--- src/rtl/mcd_pkg.sv ---
package mcd_pkg;

  localparam int OP_W = 6;
  localparam int FN_W = 6;
  localparam int ALU_W = 2;

  // match-line indices (product plane rows)
  localparam int I_ADD = 0;
  localparam int I_SUB = 1;
  localparam int I_ORI = 2;
  localparam int I_LW  = 3;
  localparam int I_SW  = 4;
  localparam int I_BEQ = 5;
  localparam int I_JMP = 6;
  localparam int N_INSN = 7;

  // control-line indices (sum plane columns)
  localparam int C_ALU0   = 0;
  localparam int C_ALU1   = 1;
  localparam int C_EXT    = 2;
  localparam int C_JUMP   = 3;
  localparam int C_NPC    = 4;
  localparam int C_MEMWR  = 5;
  localparam int C_REGWR  = 6;
  localparam int C_MEM2R  = 7;
  localparam int C_ALUSRC = 8;
  localparam int C_REGDST = 9;
  localparam int N_CTRL   = 10;

  localparam logic [OP_W-1:0] OPC_RTYPE = 6'b000000;
  localparam logic [OP_W-1:0] OPC_ORI   = 6'b001101;
  localparam logic [OP_W-1:0] OPC_LW    = 6'b100011;
  localparam logic [OP_W-1:0] OPC_SW    = 6'b101011;
  localparam logic [OP_W-1:0] OPC_BEQ   = 6'b000100;
  localparam logic [OP_W-1:0] OPC_JMP   = 6'b000010;
  localparam logic [FN_W-1:0] FN_ADD    = 6'b100000;
  localparam logic [FN_W-1:0] FN_SUB    = 6'b100010;

  typedef enum logic [ALU_W-1:0] {
    ALU_ADD = 2'b00,
    ALU_SUB = 2'b01,
    ALU_OR  = 2'b10
  } alu_op_e;

  function automatic logic [OP_W-1:0] row_opcode(input int row);
    case (row)
      I_ADD, I_SUB: row_opcode = OPC_RTYPE;
      I_ORI:        row_opcode = OPC_ORI;
      I_LW:         row_opcode = OPC_LW;
      I_SW:         row_opcode = OPC_SW;
      I_BEQ:        row_opcode = OPC_BEQ;
      default:      row_opcode = OPC_JMP;
    endcase
  endfunction

  function automatic logic row_uses_funct(input int row);
    row_uses_funct = (row == I_ADD) || (row == I_SUB);
  endfunction

  function automatic logic [FN_W-1:0] row_funct(input int row);
    row_funct = (row == I_SUB) ? FN_SUB : FN_ADD;
  endfunction

  // sum-plane personality: which match lines feed each control line
  function automatic logic [N_INSN-1:0] col_terms(input int col);
    logic [N_INSN-1:0] t;
    t = '0;
    case (col)
      C_REGDST: begin t[I_ADD] = 1'b1; t[I_SUB] = 1'b1; end
      C_ALUSRC: begin t[I_ORI] = 1'b1; t[I_LW] = 1'b1; t[I_SW] = 1'b1; end
      C_MEM2R:  t[I_LW] = 1'b1;
      C_REGWR:  begin t[I_ADD] = 1'b1; t[I_SUB] = 1'b1;
                      t[I_ORI] = 1'b1; t[I_LW] = 1'b1; end
      C_MEMWR:  t[I_SW] = 1'b1;
      C_NPC:    t[I_BEQ] = 1'b1;
      C_JUMP:   t[I_JMP] = 1'b1;
      C_EXT:    begin t[I_LW] = 1'b1; t[I_SW] = 1'b1; end
      C_ALU0:   begin t[I_SUB] = 1'b1; t[I_BEQ] = 1'b1; end
      C_ALU1:   t[I_ORI] = 1'b1;
      default:  t = '0;
    endcase
    col_terms = t;
  endfunction

endpackage

--- src/rtl/mcd_and_plane.sv ---
module mcd_and_plane
  import mcd_pkg::*;
#(
  parameter int ROWS = N_INSN
) (
  input  logic [OP_W-1:0] opcode,
  input  logic [FN_W-1:0] funct,
  output logic [ROWS-1:0] hit
);

  for (genvar r = 0; r < ROWS; r++) begin : g_row
    logic op_eq;
    logic fn_eq;
    assign op_eq = (opcode == row_opcode(r));
    if (row_uses_funct(r)) begin : g_fn
      assign fn_eq = (funct == row_funct(r));
    end else begin : g_nofn
      assign fn_eq = 1'b1;
    end
    assign hit[r] = op_eq & fn_eq;
  end

endmodule

--- src/rtl/mcd_or_plane.sv ---
module mcd_or_plane
  import mcd_pkg::*;
#(
  parameter int ROWS = N_INSN,
  parameter int COLS = N_CTRL
) (
  input  logic [ROWS-1:0] hit,
  output logic [COLS-1:0] ctl
);

  for (genvar c = 0; c < COLS; c++) begin : g_col
    localparam logic [ROWS-1:0] TERMS = col_terms(c);
    assign ctl[c] = |(hit & TERMS);
  end

endmodule

--- src/rtl/main_ctrl_decoder.sv ---
module main_ctrl_decoder
  import mcd_pkg::*;
(
  input  logic [5:0] opcode,
  input  logic [5:0] funct,
  output logic       reg_dst,
  output logic       alu_src,
  output logic       mem_to_reg,
  output logic       reg_write,
  output logic       mem_write,
  output logic       npc_sel,
  output logic       jump,
  output logic       ext_op,
  output logic [1:0] alu_ctr
);

  logic [N_INSN-1:0] hit;
  logic [N_CTRL-1:0] ctl;

  mcd_and_plane #(.ROWS(N_INSN)) u_and (
    .opcode (opcode),
    .funct  (funct),
    .hit    (hit)
  );

  mcd_or_plane #(.ROWS(N_INSN), .COLS(N_CTRL)) u_or (
    .hit (hit),
    .ctl (ctl)
  );

  assign reg_dst    = ctl[C_REGDST];
  assign alu_src    = ctl[C_ALUSRC];
  assign mem_to_reg = ctl[C_MEM2R];
  assign reg_write  = ctl[C_REGWR];
  assign mem_write  = ctl[C_MEMWR];
  assign npc_sel    = ctl[C_NPC];
  assign jump       = ctl[C_JUMP];
  assign ext_op     = ctl[C_EXT];
  assign alu_ctr    = {ctl[C_ALU1], ctl[C_ALU0]};

endmodule

--- config.mk ---
export PLATFORM = sky130hd
export DESIGN_NAME = main_ctrl_decoder
export DESIGN_NICKNAME = d
export VERILOG_FILES = /design/src/rtl/mcd_pkg.sv /design/src/rtl/mcd_and_plane.sv /design/src/rtl/mcd_or_plane.sv /design/src/rtl/main_ctrl_decoder.sv
export SDC_FILE = /design/constraint.sdc
export NUM_CORES = 1
export LEC_CHECK = 0
export BUFFER_PORTS_ARGS = -buffer_cell sky130_fd_sc_hd__buf_2
export CAP_MARGIN = 15
export CORE_AREA = 3 3 40 42
export DETAILED_ROUTE_END_ITERATION = 10
export DIE_AREA = 0 0 43 45
export SLEW_MARGIN = 20
export SYNTH_ARGS = -nofsm -noshare
export SYNTH_HDL_FRONTEND = slang
export SYNTH_SLANG_ARGS = --single-unit
--- constraint.sdc ---
create_clock -name vclk -period 1.3
set_clock_uncertainty 0.1 [all_clocks]
set_input_delay 0.26 -clock vclk [all_inputs]
set_output_delay 0.26 -clock vclk [all_outputs]
set_load 0.02 [all_outputs]
=== Word-level counts from Yosys, hierarchy flattened ===
Index checks and enable logic that the tools add are counted.

* Bits in registers: 0
* Input port bits: 12

* Eq/ne operators: 7
* Bitwise logic cells: 2
* Reductions and logical operators: 6

{| class="wikitable"
|+ Operators by type and width
! cell !! count
|-
| $eq A6 B6 Y1 const B || 4
|-
| $eq A6 B2 Y1 const B || 1
|-
| $eq A6 B3 Y1 const B || 1
|-
| $eq A6 B4 Y1 const B || 1
|-
| $logic_not A6 Y1 || 1
|-
| $reduce_or A2 Y1 || 3
|-
| $reduce_or A4 Y1 || 1
|-
| $reduce_or A3 Y1 || 1
|-
| $and A1 B1 Y1 || 2
|}

=== Longest topological paths before layout ===
Gate-level depths: netlist of run 1.

* Word-level depth: 3
* Gate-level depth with buffers: 4

=== Modules after synthesis ===
A second synthesis of run 1 with hierarchy kept.

* Cell total of the unflattened synthesis: 29
* Area, all modules: 226.5 µm²

{| class="wikitable"
|+ By module, submodules not included
! module !! instances !! cells each !! area an instance (µm²) !! seq. area each (µm²)
|-
| mcd_and_plane || 1 || 19 || 156.4 || 0.0
|-
| mcd_or_plane || 1 || 10 || 70.1 || 0.0
|}

=== Worst setup path before layout of run 1 ===
OpenSTA, ideal clock, no wires.

* Kind: in2out
* Start: in opcode[0]
* End: out jump
* Arrival: 0.916 ns
* Required time: 0.940 ns
* Setup slack: 0.024 ns
* Stages: 3
* Buffers on the path: 0
* Cells stage by stage: nor2_1 -> nand2_1 -> nor3_1

* Cells in the longest elaborated chain, start to end: 1

{| class="wikitable"
|+ Ends and longest elaborated chain
! item !! line !! source
|-
| start, declared || main_ctrl_decoder.sv:4 || <nowiki>input logic [5:0] opcode,</nowiki>
|-
| $eq A6 B2 Y1 || mcd_and_plane.sv:14 || <nowiki>assign op_eq = (opcode == row_opcode(r));</nowiki>
|-
| end, declared || main_ctrl_decoder.sv:12 || <nowiki>output logic jump,</nowiki>
|}

No other way between the ends.

=== Worst setup path after layout of run 1 ===
* Start: in opcode[1]
* End: out reg_write

* Cells in the longest elaborated chain, start to end: 3
* Elaborated cells on any way between the ends: 6

{| class="wikitable"
|+ Ends and longest elaborated chain
! item !! line !! source
|-
| $logic_not A6 Y1 || mcd_and_plane.sv:14 ||
|-
| $and A1 B1 Y1 || mcd_and_plane.sv:20 || <nowiki>assign hit[r] = op_eq & fn_eq;</nowiki>
|-
| $reduce_or A4 Y1 * || mcd_or_plane.sv:13 || <nowiki>assign ctl[c] = |(hit & TERMS);</nowiki>
|-
| end, declared || main_ctrl_decoder.sv:9 || <nowiki>output logic reg_write,</nowiki>
|}

Mark *: on every way between the ends. The rest lies on a longest branch, timed or not.

==> results of run 1 <==
report_power, final:
part	internal [mW]	leakage [nW]	switching (mW)	total (mW)
Combinational	0.0485	0.226	0.0376	0.0861
Clock	0	0	0	0
Sequential	0	0	0	0
through the flow:
stage / setup slack [ns] / util (%) / area (sq um)
after floorplan: 0.0242 / - / 140
after global placement: -0.152 / 22.1 / 284
after detailed placement: -0.171 / 22.1 / 284
after CTS: -0.0777 / 29.2 / 375
after global routing: -0.130 / 30.8 / 395
final: -0.0707 / 30.8 / 395
routing by layer:
metal	part of all wire [%]	vias up	wire (um)	track usage, %
met1	40	113	241	8.83
li1	-	128	-	-
met3	14	0	83	1.59
met5	0	-	0	0
met2	46	16	277	11.1
met4	0	0	0	0
worst min-delay path by stage:
stage | endpoint | slack, ns | depth (start not counted)
2_1_floorplan | mem_to_reg | 0.50 | 1
3_3_place_gp | jump | 0.72 | 3
3_5_place_dp | jump | 0.72 | 3
4_1_cts | jump | 0.70 | 3
5_1_grt | jump | 0.71 | 3
6_report | jump | 0.69 | 3
cells by family after synthesis:
kind of cell,count (synthesis)
and+or+nand+nor,17
buffers and inverters,4
AOI/OAI and AO/OA,2
layout make-up:
| cell class | instances | area share [%] |
|---|---|---|
| well taps | 15 | 4.75 |
| repair buffers | 25 | 51.3 |
| inverters | 3 | 2.85 |
| multi-input cells | 19 | 41.1 |
worst max-delay path, cell delays in order:
cell and delay (ns):
sky130_fd_sc_hd__buf_8 0.10, sky130_fd_sc_hd__nor3_4 0.21, sky130_fd_sc_hd__nand4_1 0.17, sky130_fd_sc_hd__o221ai_2 0.10, sky130_fd_sc_hd__buf_4 0.17
synthesized netlist by cell type, drive strengths merged:
cell	instances
nor2	5
inv	3
nand2	3
nor3	3
nor2b	2
a31oi	1
and3	1
buf	1
nand3b	1
nand4	1
nand4b	1
o221ai	1
what timing repair did:
item,CTS,global route
resized for setup,22,6
gates cloned,0,0
endpoints found under the setup margin,8,9
hold buffers,0,0
pin swaps,6,5
endpoints found under the hold margin,0,0
==> results.md, run 1 <==
- The core region is 1280 sq um.
- The die boundary width is 43 um.
- The cell count after synthesis is 23.
- The critical path is of the in2out type.
- The data arrival time of the critical path is 1.01 ns.
- The routed design has 602 um of wire.
- 0 antenna diodes ended up in the layout.
- Summing the sequential cell areas from Yosys gives 0% of the chip area.
- The mux share of post-synthesis cell area is 0%.
- Headroom to the max-slew limit came out at 87.8%.
- Across all layers, the routed design uses 257 vias.
- The adder and majority cell fraction of the synthesized area is 0%.
- The number of antenna violations at the first check in global routing was 0.
- Across the VDD grid, the largest voltage drop is 63.7 uV.
- The filler cells instantiated in the layout total 157.
- The final cell count without fillers is 62.
- Max-cap violations in this run came to 0.
- The layout sequential cell count is 0.
- Setup repair after global routing could not meet its margin everywhere.
- The origin of the worst setup path is opcode[1].
- After synthesis, the cell types taking the most area are sky130_fd_sc_hd__nor2_1, sky130_fd_sc_hd__nand4b_2, sky130_fd_sc_hd__o221ai_2.
- The final critical path takes up 105% of the cycle.
- The area growth from synthesis to layout is 182%.
- The mean post-synth cell area is 6.09 sq um.
- The post-placement cell count is 62.
- The number of buffers inserted to repair setup after CTS is 0.
- The post-DP HPWL is 480 um.
- Once routing completed, OpenROAD measured the worst setup slack at -0.0707 ns.
- The top cell types in the final layout, fill and taps aside, are sky130_fd_sc_hd__buf_2, sky130_fd_sc_hd__buf_6, sky130_fd_sc_hd__buf_4.
- The die covers 1940 sq um.
- The via-per-instance ratio is 4.15.
- The count of endpoints failing setup in the final report is 4.
- The number of pins exceeding their max-slew limit in the final report is 0.
- The final reports fail on setup timing.
- Of the total synthesized cell area, the portion taken by AND, OR, NAND and NOR gates is 71.4%.
- The number of global-route vias before repair is 260.
- The share of layout cells above drive strength 1 is 68.1%.
- The critical path data required time is 0.94 ns.
- The number of remaining DRC errors is 0.
- For this design the static power due to leakage is 0.226 nW.
- The number of failing hold endpoints at the final stage is 0.
- The hold slack is 0.694 ns.
- The post-synthesis share of cell area spent on xor and xnor gates is 0%.
- The worst hold path begins at opcode[4].
- The first detailed-routing pass ran for 2 iterations.
- In this run the tool buffered the top-level ports with 22 buffer cells.
- The min-delay analysis places its worst path in the category in2out.
- In the final routed layout, each cell accounts on average for 9.71 um.
- The dominant cell type by area after synthesis is sky130_fd_sc_hd__nor2_1.
- Summing all multi-input logic gate instances after layout gives 163 sq um.
- The detailed router's first-iteration violation count is 4.
- The total overflow left after global routing is 0.
- The worst setup path is launched from a primary input.
- The area occupied by registers is 0 sq um.
- The endpoint class of the critical path is a primary output.
- Global routing used 6.47% of the available tracks across all layers.
- The synthesized area is 140 sq um.
- The net count after synthesis is 35.
- The most frequent standard cell in the layout excluding fill and tap cells is sky130_fd_sc_hd__buf_2.
- Derived from the worst setup path, the maximum achievable clock frequency is 0.730 GHz.
- For the final routed database, the setup TNS stands at -0.154 ns.
- The total I/O pin count is 22.
- The synthesized netlist contains 14 unique library cells.
- By area, the combinational part of the netlist is dominated by simple AND/OR/NAND/NOR gates.
- The compound-cell area share of the yosys netlist is 15.2%.
- The flow ran to the end, but the final reports show violations.
- Entering global routing, the biggest net connects 6 pins.
- The first global-routing pass estimated 1040 um of wire.
- The count of standard-cell rows is 13.
- The shortest clock period the worst path allows after layout is 1.37 ns.
- For the pin with the worst max-slew slack, the measured transition is 0.182 ns.
- The floorplan die height is 45 um.
- The total of clock buffers placed in the layout is 0.
- The area share of the largest cell type after synthesis is 13.4%.
- The final-stage net count is 61.
- The post-route antenna net violation count is 0.
- In this run the worst path has a maximum fanout of 3.
- In this run the worst setup path terminates at reg_write.
- Power spread over the standard cell area amounts to 218 nW/um^2.
- At the end of routability-driven placement, the weighted congestion stood at 0.723.
- The effective utilization at floorplan is 10.9%.
- Total power for the finished layout comes to 86.1 uW.
- During synthesis, Yosys emitted a total of 0 warnings.
(Power assumes the default switching activity.)
==> run 2, diff against run 1 <==
--- a/config.mk
+++ b/config.mk
@@ -10,6 +10,7 @@
 export CORE_AREA = 3 3 40 42
 export DETAILED_ROUTE_END_ITERATION = 10
 export DIE_AREA = 0 0 43 45
+export PLACE_DENSITY = 0.35
 export SLEW_MARGIN = 20
 export SYNTH_ARGS = -nofsm -noshare
 export SYNTH_HDL_FRONTEND = slang
==> results.md, run 2 (same netlist as run 1, synthesis figures left out) <==
- The number of remaining DRC errors came to 0 (unchanged).
- The area occupied by registers was 0 sq um (unchanged).
- The data arrival time of the critical path came to 1.03 ns (was 1.01 ns).
- The floorplan die area is 1940 sq um (unchanged).
- The number of search-and-repair iterations in the first detailed-routing pass was 4 (was 2).
- The final cycle utilization of the critical path is 107% (was 105%).
- The count of buffers inserted at the top-level ports is 22 (unchanged).
- The via-per-instance ratio is 4.14 (was 4.15).
- The number of antenna violations at the first check in global routing came to 0 (unchanged).
- The final core utilization is 34.1% (was 30.8%).
- The kind of cell adding the most delay to the critical path is simple AND/OR/NAND/NOR gates (unchanged).
- Ordered cell list for the critical path: buf_8 > nor3_4 > nand4_1 > o221ai_2 > buf_4 (unchanged).
- The post-route antenna net violation count is 0 (unchanged).
- The power per cell area is 207 nW/um^2 (was 218 nW/um^2).
- The most frequent standard cell in the layout excluding fill and tap cells is sky130_fd_sc_hd__buf_6 (was sky130_fd_sc_hd__buf_2).
- The post-DP HPWL was 494 um (was 480 um).
- The number of failing hold endpoints at the final stage was 0 (unchanged).
- The delay of the slowest cell on the worst path was 0.22 ns (was 0.21 ns).
- Leading cell types in the layout, fill and taps excluded: sky130_fd_sc_hd__buf_6, sky130_fd_sc_hd__buf_2, sky130_fd_sc_hd__buf_4 (was sky130_fd_sc_hd__buf_2, sky130_fd_sc_hd__buf_6, sky130_fd_sc_hd__buf_4).
- The final wirelength came to 579 um (was 602 um).
- The overall track demand over capacity in global routing came to 6.72% (was 6.47%).
- The maximum clock frequency is 0.718 GHz (was 0.730 GHz).
- The post-placement cell count came to 64 (was 62).
- The startpoint of the worst hold path was opcode[4] (unchanged).
- The endpoint class of the critical path is a primary output (unchanged).
- Violated checks: setup timing (unchanged).
- The cell at the slowest stage of the critical path is sky130_fd_sc_hd__nor3_4 (unchanged).
- The maximum ir drop on the vdd rail is 61.1 uV (was 63.7 uV).
- The growth of design area from synthesis to finish is 213% (was 182%).
- The remaining global-route overflow is 0 (unchanged).
- The number of pins exceeding their max-slew limit in the final report is 0 (unchanged).
- The hold slack is 0.697 ns (was 0.694 ns).
- The final weighted congestion in routability-driven placement is 0.607 (was 0.723).
- The total of clock buffers placed in the layout came to 0 (unchanged).
- The total inserted antenna cells is 0 (unchanged).
- The total I/O pin count is 22 (unchanged).
- The startpoint type of the worst setup path is a primary input (unchanged).
- The post-layout total power came to 90.7 uW (was 86.1 uW).
- Unrepaired setup endpoints after global routing: true (unchanged).
- The number of global-route vias before repair is 263 (was 260).
- The floorplan die height is 45 um (unchanged).
- The effective utilization at floorplan is 10.9% (unchanged).
- The worst setup path category is in2out (unchanged).
- The kind of path behind the tightest hold check is in2out (unchanged).
- The final cell count without fillers is 64 (was 62).
- The die boundary width is 43 um (unchanged).
- The total of hold buffers inserted after clock tree synthesis came to 0 (unchanged).
- The routed wire length per instance is 9.05 um (was 9.71 um).
- The share of layout cells above drive strength 1 was 79.6% (was 68.1%).
- The slew at the pin with the worst max-slew slack was 0.195 ns (was 0.182 ns).
- The critical path data required time is 0.94 ns (about the same).
- The number of maximum-capacitance violations is 0 (unchanged).
- The count of endpoints failing setup in the final report is 6 (was 4).
- The final-stage net count is 63 (was 61).
- The wire length of the first global-routing pass is 1070 um (was 1040 um).
- The count of standard-cell rows was 13 (unchanged).
- The setup slack after layout is -0.0928 ns (was -0.0707 ns).
- The detailed router's first-iteration violation count is 1 (was 4).
- The origin of the worst setup path is opcode[1] (unchanged).
- The worst slew slack as a fraction of its limit came to 87.0% (was 87.8%).
- The via total after detailed routing was 265 (was 257).
- The maximum number of pins on one net before global-route repair is 6 (unchanged).
- The shortest clock period the worst path allows after layout is 1.39 ns (was 1.37 ns).
- The biggest fanout along the worst timing path is 3 (unchanged).
- Result of the run: complete, but fails checks (unchanged).
- The leakage power figure is 0.231 nW (was 0.226 nW).
- The number of buffer and inverter instances along the worst setup path is 2 (unchanged).
- The core box area was 1280 sq um (unchanged).
- The layout sequential cell count is 0 (unchanged).
## run 2: changes by cell type in the layout (fill, tap and decap cells not counted), moves of 2 or more
cell / delta
sky130_fd_sc_hd__buf_2: -2
sky130_fd_sc_hd__nor2_2: +3
sky130_fd_sc_hd__nor2_1: -3
sky130_fd_sc_hd__buf_6: +5
## run 2: path summary, 6_finish.rpt
path | to | slack [ns] | cells past startpoint
hold / removal | jump | 0.70 | 3
setup / recovery | reg_write | -0.09 | 5
## run 2: power breakdown
| part | internal, mW | switching (mW) |
|---|---|---|
| clock network | 0 | 0 |
| registers | 0 | 0 |
| logic | 0.0531 | 0.0376 |
## run 2: layout make-up
class,instances,area [sq um]
Inverter,3,11.3
Timing Repair Buffer,27,241
Tap cell,15,18.8
Fill cell,154,847
Multi-Input combinational cell,19,166
## run 2: per-stage QoR
| step | cell area [sq um] | setup WS, ns | TNS [ns] |
|---|---|---|---|
| detailed placement | 299 | -0.156 | -0.877 |
| global route | 438 | -0.187 | -0.914 |
| CTS | 404 | -0.101 | -0.268 |
| floorplan | 140 | 0.0242 | 0 |
| finish | 438 | -0.0928 | -0.247 |
| global placement | 299 | -0.166 | -0.977 |
## run 2: per-layer routing
metal	wire length [um]	GRT usage, %	up-vias
met3	78	0.797	0
met4	0	0	0
met1	227	9.52	116
met5	0	0	-
met2	274	11.7	15
li1	-	-	134
## run 2: worst min-delay path, cell delays in order
cell and delay (ns):
sky130_fd_sc_hd__buf_6 0.09, sky130_fd_sc_hd__nor3_1 0.04, sky130_fd_sc_hd__buf_2 0.15
## run 2: repair_timing
item	in CTS	in global routing
setup buffers	0	0
gates resized for setup	29	11
endpoints found under the setup margin	10	10
endpoints found under the hold margin	0	0
pin swaps	8	2
